==> src/rtl/rtc_pkg.sv <==
package rtc_pkg;
  localparam int NUM_FIELDS = 3;
  localparam int FIELD_W    = 8;

  // Limit value of each BCD field: 59 for seconds/minutes, 23 for hours.
  function automatic logic [FIELD_W-1:0] field_limit(input int idx);
    return (idx == NUM_FIELDS - 1) ? 8'h23 : 8'h59;
  endfunction

  // One BCD step with wrap to zero at or beyond the limit.
  function automatic logic [FIELD_W-1:0] bcd_step(input logic [FIELD_W-1:0] v,
                                                  input logic [FIELD_W-1:0] limit);
    if (v >= limit)        return '0;
    else if (v[3:0] >= 4'd9) return {v[7:4] + 4'd1, 4'd0};
    else                   return {v[7:4], v[3:0] + 4'd1};
  endfunction
endpackage

==> src/rtl/rtc_prescaler.sv <==
module rtc_prescaler #(
  parameter int STAGES = 15,
  parameter int FREE   = 2
) (
  input  logic              clk,
  input  logic              rst_n,
  input  logic              stop,
  output logic [STAGES-1:0] cnt_o,
  output logic              rise_o
);
  localparam int UP_W = STAGES - FREE;

  logic [FREE-1:0] low_q;
  logic [UP_W-1:0] up_q;

  always_ff @(posedge clk or negedge rst_n) begin
    if (!rst_n) begin
      low_q <= '0;
      up_q  <= '0;
    end else begin
      low_q <= low_q + 1'b1;
      if (stop)          up_q <= '0;
      else if (&low_q)   up_q <= up_q + 1'b1;
    end
  end

  assign cnt_o  = {up_q, low_q};
  // Next edge moves the top stage from 0 to 1.
  assign rise_o = !stop && (&cnt_o[STAGES-2:0]) && !cnt_o[STAGES-1];
endmodule

==> src/rtl/rtc_bcd_field.sv <==
module rtc_bcd_field
  import rtc_pkg::*;
#(
  parameter logic [FIELD_W-1:0] LIMIT = 8'h59
) (
  input  logic               clk,
  input  logic               rst_n,
  input  logic               inc,
  input  logic               ld,
  input  logic [FIELD_W-1:0] ld_val,
  output logic [FIELD_W-1:0] val,
  output logic               carry
);
  always_ff @(posedge clk or negedge rst_n) begin
    if (!rst_n)    val <= '0;
    else if (ld)   val <= ld_val;
    else if (inc)  val <= bcd_step(val, LIMIT);
  end

  assign carry = inc && (val >= LIMIT);
endmodule

==> src/rtl/rtc_timebase.sv <==
module rtc_timebase
  import rtc_pkg::*;
#(
  parameter int STAGES = 15,
  parameter int FREE   = 2
) (
  input  logic       clk,
  input  logic       osc_rst_n,
  input  logic       stop,
  input  logic       wr_en,
  input  logic [1:0] wr_sel,
  input  logic [7:0] wr_data,
  output logic       tick,
  output logic [7:0] sec,
  output logic [7:0] min,
  output logic [7:0] hour
);
  logic [STAGES-1:0]  pre_q;
  logic               sec_tick;
  logic [FIELD_W-1:0] fval   [NUM_FIELDS];
  logic [NUM_FIELDS-1:0] finc, fcarry, fld;

  rtc_prescaler #(.STAGES(STAGES), .FREE(FREE)) u_pre (
    .clk    (clk),
    .rst_n  (osc_rst_n),
    .stop   (stop),
    .cnt_o  (pre_q),
    .rise_o (sec_tick)
  );

  assign finc[0] = sec_tick;

  for (genvar i = 0; i < NUM_FIELDS; i++) begin : g_field
    if (i > 0) begin : g_chain
      assign finc[i] = fcarry[i-1];
    end
    assign fld[i] = wr_en && stop && (wr_sel == i[1:0]);
    rtc_bcd_field #(.LIMIT(field_limit(i))) u_fld (
      .clk    (clk),
      .rst_n  (osc_rst_n),
      .inc    (finc[i]),
      .ld     (fld[i]),
      .ld_val (wr_data),
      .val    (fval[i]),
      .carry  (fcarry[i])
    );
  end

  assign tick = sec_tick;
  assign sec  = fval[0];
  assign min  = fval[1];
  assign hour = fval[2];
endmodule

==> config.mk <==
export PLATFORM = sky130hd
export DESIGN_NAME = rtc_timebase
export DESIGN_NICKNAME = d
export VERILOG_FILES = /design/src/rtl/rtc_pkg.sv /design/src/rtl/rtc_prescaler.sv /design/src/rtl/rtc_bcd_field.sv /design/src/rtl/rtc_timebase.sv
export SDC_FILE = /design/constraint.sdc
export NUM_CORES = 1
export LEC_CHECK = 0
export ABC_AREA = 0
export ABC_CLOCK_PERIOD_IN_PS = 7850
export BUFFER_PORTS_ARGS = -buffer_cell sky130_fd_sc_hd__buf_2
export CORE_UTILIZATION = 56
export DETAILED_ROUTE_END_ITERATION = 8
export PLACE_DENSITY = 0.79
export SLEW_MARGIN = 10
export SYNTH_ARGS = -nofsm -noshare
export SYNTH_HDL_FRONTEND = slang
export SYNTH_HIERARCHICAL = 1
export SYNTH_SLANG_ARGS = --single-unit
export TNS_END_PERCENT = 5
==> constraint.sdc <==
create_clock -name clk -period 7.85 [get_ports clk]
set_input_delay 0 -clock clk [delete_from_list [all_inputs] [get_ports clk]]
set_output_delay 0 -clock clk [all_outputs]
set_load 0.005 [all_outputs]
* Word-level counts from Yosys, hierarchy flattened *
Index checks and enable logic that the tools add are counted.
W data, S select, Z words.

word-level totals
  flip-flop bits (word level) = 39
  bits of input ports = 14
  logic and storage cells = 61
  output and inout bits = 25

cells by class
  magnitude comparators = 6
  reductions and logical operators = 23
  add/subtract/negate cells = 8
  equal/unequal tests = 2
  multiplexer cells = 14

operators with widths
  operator                 number
  $mux W8                  12
  $mux W13                 2
  $add A4 B1 Y4 const B    6
  $ge A8 B7 Y1 const B     2
  $reduce_and A14 Y1       1
  $add A13 B1 Y13 const B  1
  $ge A4 B4 Y1 const B     3
  $reduce_bool A3 Y1       3
  $ge A8 B6 Y1 const B     1
  $logic_and A1 B1 Y1      8
  $reduce_and A2 Y1        4
  $reduce_bool A2 Y1       4
  $add A2 B1 Y2 const B    1
  $eq A2 B1 Y1 const B     1
  $eq A2 B2 Y1 const B     1
  $logic_not A1 Y1         2
  $logic_not A2 Y1         1

* Depth between registers and ports, before layout *
  word-level depth = 7
  depth in mapped cells = 12
  depth with buffers taken out = 11

* Cells and area by module *
Netlist, hierarchy kept.

by module, submodules not included
  module                                 area an instance (um^2)  sequential area each (um^2)  cells an instance  times used
  rtc_bcd_field at g_field[0].u_fld ...  545.5                    200.2                        60                 2
  rtc_prescaler                          784.5                    375.4                        79                 1
  rtc_bcd_field at g_field[2].u_fld      536.8                    200.2                        59                 1
  rtc_timebase                           35.0                     0.0                          3                  1

* Worst setup path before layout *
OpenSTA, ideal clock, no wires.

  kind = reg2reg
  from = register g_field[0].u_fld.val[0]
  to = register g_field[2].u_fld.val[3]
  library setup time = 0.077 ns
  period minus slack after synthesis = 2.696 ns
  setup slack = 5.154 ns
  data required time = 7.773 ns
  arrival time = 2.619 ns
  buffers on the path = 1
  stages on the path, launching flop included = 13
  cell sequence = dfrtp_1 > inv_1 > ha_1 > or3b_4 > and2_1 > nand3_1 > a21boi_0 > a21boi_0 > clkbuf_1 > nand4_1 > nor3_1 > o2bb2ai_1 > o21ai_1

between the ends
  cells in the longest elaborated chain, start to end = 4

ends and longest elaborated chain
  what                          RTL line             text
  from (decl)                   rtc_bcd_field.sv:11  output logic [FIELD_W-1:0] val,
  from (signal assigned)        rtc_bcd_field.sv:16  else if (ld) val <= ld_val;
  from (signal assigned)        rtc_bcd_field.sv:17  else if (inc) val <= bcd_step(val, LIMIT);
  $ge A8 B7 Y1                  rtc_bcd_field.sv:20  assign carry = inc && (val >= LIMIT);
  $logic_and A1 B1 Y1           rtc_bcd_field.sv:20
  net fcarry[0]                 rtc_timebase.sv:21   logic [NUM_FIELDS-1:0] finc, fcarry, fld;
  $logic_and A1 B1 Y1           rtc_bcd_field.sv:20
  net fcarry[1]                 rtc_timebase.sv:21
  $reduce_bool A2 Y1 (no line)  --
  to (signal assigned)          rtc_bcd_field.sv:16
  to (signal assigned)          rtc_bcd_field.sv:17
  to (decl)                     rtc_bcd_field.sv:11

The timed path passes the listed nets, and every way through them passes these cells.
A chain may end at the register's enable or synchronous reset.

* Final worst setup path *
  from = register u_pre.up_q[1]
  to = register g_field[2].u_fld.val[5]

between the ends
  cells in the longest elaborated chain, start to end = 7

ends and longest elaborated chain
  what                               RTL line             text
  from (decl)                        rtc_prescaler.sv:14  logic [UP_W-1:0] up_q;
  from (signal assigned)             rtc_prescaler.sv:23  else if (&low_q) up_q <= up_q + 1'b1;
  $reduce_and A14 Y1                 rtc_prescaler.sv:29  assign rise_o = !stop && (&cnt_o[STAGES-2:0]) && !cnt_o[STAGES-1];
  $logic_and A1 B1 Y1 (2 in series)  rtc_prescaler.sv:29
  $logic_and A1 B1 Y1                rtc_bcd_field.sv:20
  net fcarry[0]                      rtc_timebase.sv:21
  $logic_and A1 B1 Y1                rtc_bcd_field.sv:20
  net fcarry[1]                      rtc_timebase.sv:21
  $reduce_bool A2 Y1 (no line)       --
  $reduce_and A2 Y1 (no line)        --

The timed path passes the listed nets, and every way through them passes these cells.

==> summary.txt <==
Drt
  • DRT Pass-1 Iters: 4
  • Vias/cell: 6.03
  • Residual DRC: 0
  • Drt wl/cell: 15.7 um
  • Via count: 2136
  • WL final: 5.56 mm
  • Initial drt markers: 150
  • DRT antenna net count: 0

Worst setup path
  • Crit. End Element: register
  • CP arrival: 3.25 ns
  • Worst-path fanout max: 12
  • Crit path kind: reg -> reg
  • Critical Path Start Type: register
  • Crit path required time: 8.06 ns

Pwr
  • Cell Int Power: 0.363 mW
  • Power per Cell Area: 196 mW/mm2
  • Leakage: 1.26 nW
  • Net load switching power: 0.187 mW
  • Seq pwr share: 48.4%
  • Clock group share of total power: 22.9%
  • Combinational Power Share: 28.7%
  • Sw Share: 34.1%
  • Max VDD drop: 0.111 mV

STA
  • Setup TNS: 0 ns
  • Final Skew: 0.00710 ns
  • Max-slew violations: 0
  • Worst Setup Slack, final: 4.82 ns
  • Slew HR: 41.7%
  • Final Hold Viols: 0
  • Setup repair after global routing missed its margin: false
  • Fin crit share: 38.7%
  • # setup viols final: 0
  • Time the worst path needs with I/O delays and setup: 3.03 ns
  • Fmax: 0.330 GHz
  • Worst Tran Pin Value: 0.874 ns

Place
  • Port-buffer cells: 38
  • Post-Place Setup Slack: 4.91 ns
  • Routability Congestion: 0.803
  • Final HPWL DP: 4.02 mm

Floorplanning
  • Starting Density: 59.8%
  • Die W: 68.1 um
  • # rows: 23
  • Chip height: 68.1 um
  • Die area: 0.00463 mm2
  • Ports: 39
  • Core area: 0.00409 mm2

Worst hold path
  • Type of the worst min-delay path: in -> reg

Logic synthesis
  • Post-Syn Instances: 260
  • Ys Warns: 6
  • Synthesized Nets: 292
  • Syn avg cell area: 9.40 um2
  • Mapped Area: 0.00244 mm2

Cells and area
  • Antenna Diode Count: 0
  • Area grow syn2layout: 14.6%
  • Layout Nets: 337
  • Commonest cells after routing, fill and taps aside: dfrtp_1 (39), buf_2 (38), nand2_1 (28), o21ai_0 (18), ha_1 (18)
  • Commonest non-fill, non-tap cell in the layout: dfrtp_1
  • Layout cells sized above 1: 19.7%

Clock network
  • Worst-Skew Late Latency: 0.29 ns
  • Clk slew on worst S/H paths: 0.07 ns
  • Clock tree buffer depth: 2
  • Cts repair resizes: 0
  • H-tree Lvls: 2
  • TritonCTS Sinks: 39
  • CTS tree: built
  • CTS Buf Count: 5
  • Clk Tree Root Cell: clkbuf_8

GRT
  • First-pass GRT wire length: 8.84 mm
  • Vias in the first global route: 1924
  • Largest net degree at the start of global routing: 40
  • GR Util All Layers: 26.1%
  • Grt ovf: 0
  • Initial antenna violation count: 0

Status
  • Status: finished clean

Flow run
  • Max-cap violations: 0
## registers in the layout, summed over array words and instances, names as in the netlist
name,flops
u_pre/up_q,13
u_pre/low_q,2
g_field.u_fld/val,24
## layer usage
layer,wire length (um),part of all wire (%),track usage [%],vias up
li1,-,-,-,1044
met1,2600,47,35.3,1008
met2,2520,45,39.6,68
met3,283,5.1,5.83,16
met4,155,2.8,12.0,0
met5,0,0,0,-
## per-stage QoR
step	instance area, um2	hold WS (ns)	total power [mW]	cells	util (%)
CTS	2800	0.000354	0.554	354	68.6
finish	2800	0.0163	0.550	354	68.6
global route	2800	0.00777	0.586	354	68.6
global placement	2670	0.165	0.417	342	65.3
floorplan	2440	-0.296	0.361	260	-
detailed placement	2670	0.174	0.425	342	65.3
## path summary, 6_finish.rpt
path / end / from / slack, ns / cells past startpoint
max: g_field[2].u_fld/val[5]$_DFFE_PN0P_ / u_pre/up_q[1]$_DFFE_PN0P_ / 4.82 / 10
max in group asynchronous: g_field[0].u_fld/val[0]$_DFFE_PN0P_ / osc_rst_n / 6.94 / 2
min in group asynchronous: u_pre/up_q[8]$_DFFE_PN0P_ / osc_rst_n / 0.36 / 2
max reg2reg: g_field[2].u_fld/val[5]$_DFFE_PN0P_ / u_pre/up_q[1]$_DFFE_PN0P_ / 4.82 / 10
min: g_field[2].u_fld/val[0]$_DFFE_PN0P_ / wr_data[0] / 0.02 / 3
min reg2reg: u_pre/low_q[0]$_DFF_PN0_ / u_pre/low_q[0]$_DFF_PN0_ / 0.43 / 1
## final cells by class
type                            count  area, um2
Inverter                           17       63.8
Tap cell                           50       62.6
Fill cell                         332       1280
Sequential cell                    39        976
Clock buffer                        6       72.6
Timing Repair Buffer               45        258
Multi-Input combinational cell    197       1370
## power groups by stage
stage	Clock, mW	Sequential, mW	Combinational, mW
4_1_cts	0.130	0.266	0.159
6_report	0.126	0.266	0.158
3_5_place_dp	0	0.269	0.155
3_3_place_gp	0	0.268	0.149
5_1_grt	0.136	0.271	0.179
2_1_floorplan	0	0.265	0.0964
## critical path: stages, from the launching register on
cell and delay [ns]:
dfrtp_1 0.43, ha_1 0.18, nand3_1 0.13, nor2_1 0.11, and4_1 0.37, a21boi_0 0.70, a21boi_0 0.27, buf_4 0.22
nor2_1 0.06, a311o_1 0.32, a22oi_1 0.18
## what timing repair did
action / CTS / global route
endpoints found under the hold margin: 47 / 0
endpoints found under the setup margin: 0 / 0
hold buffers: 6 / 0
setup buffers: 0 / 0
Note: power is estimated with default switching activity, not from simulation.
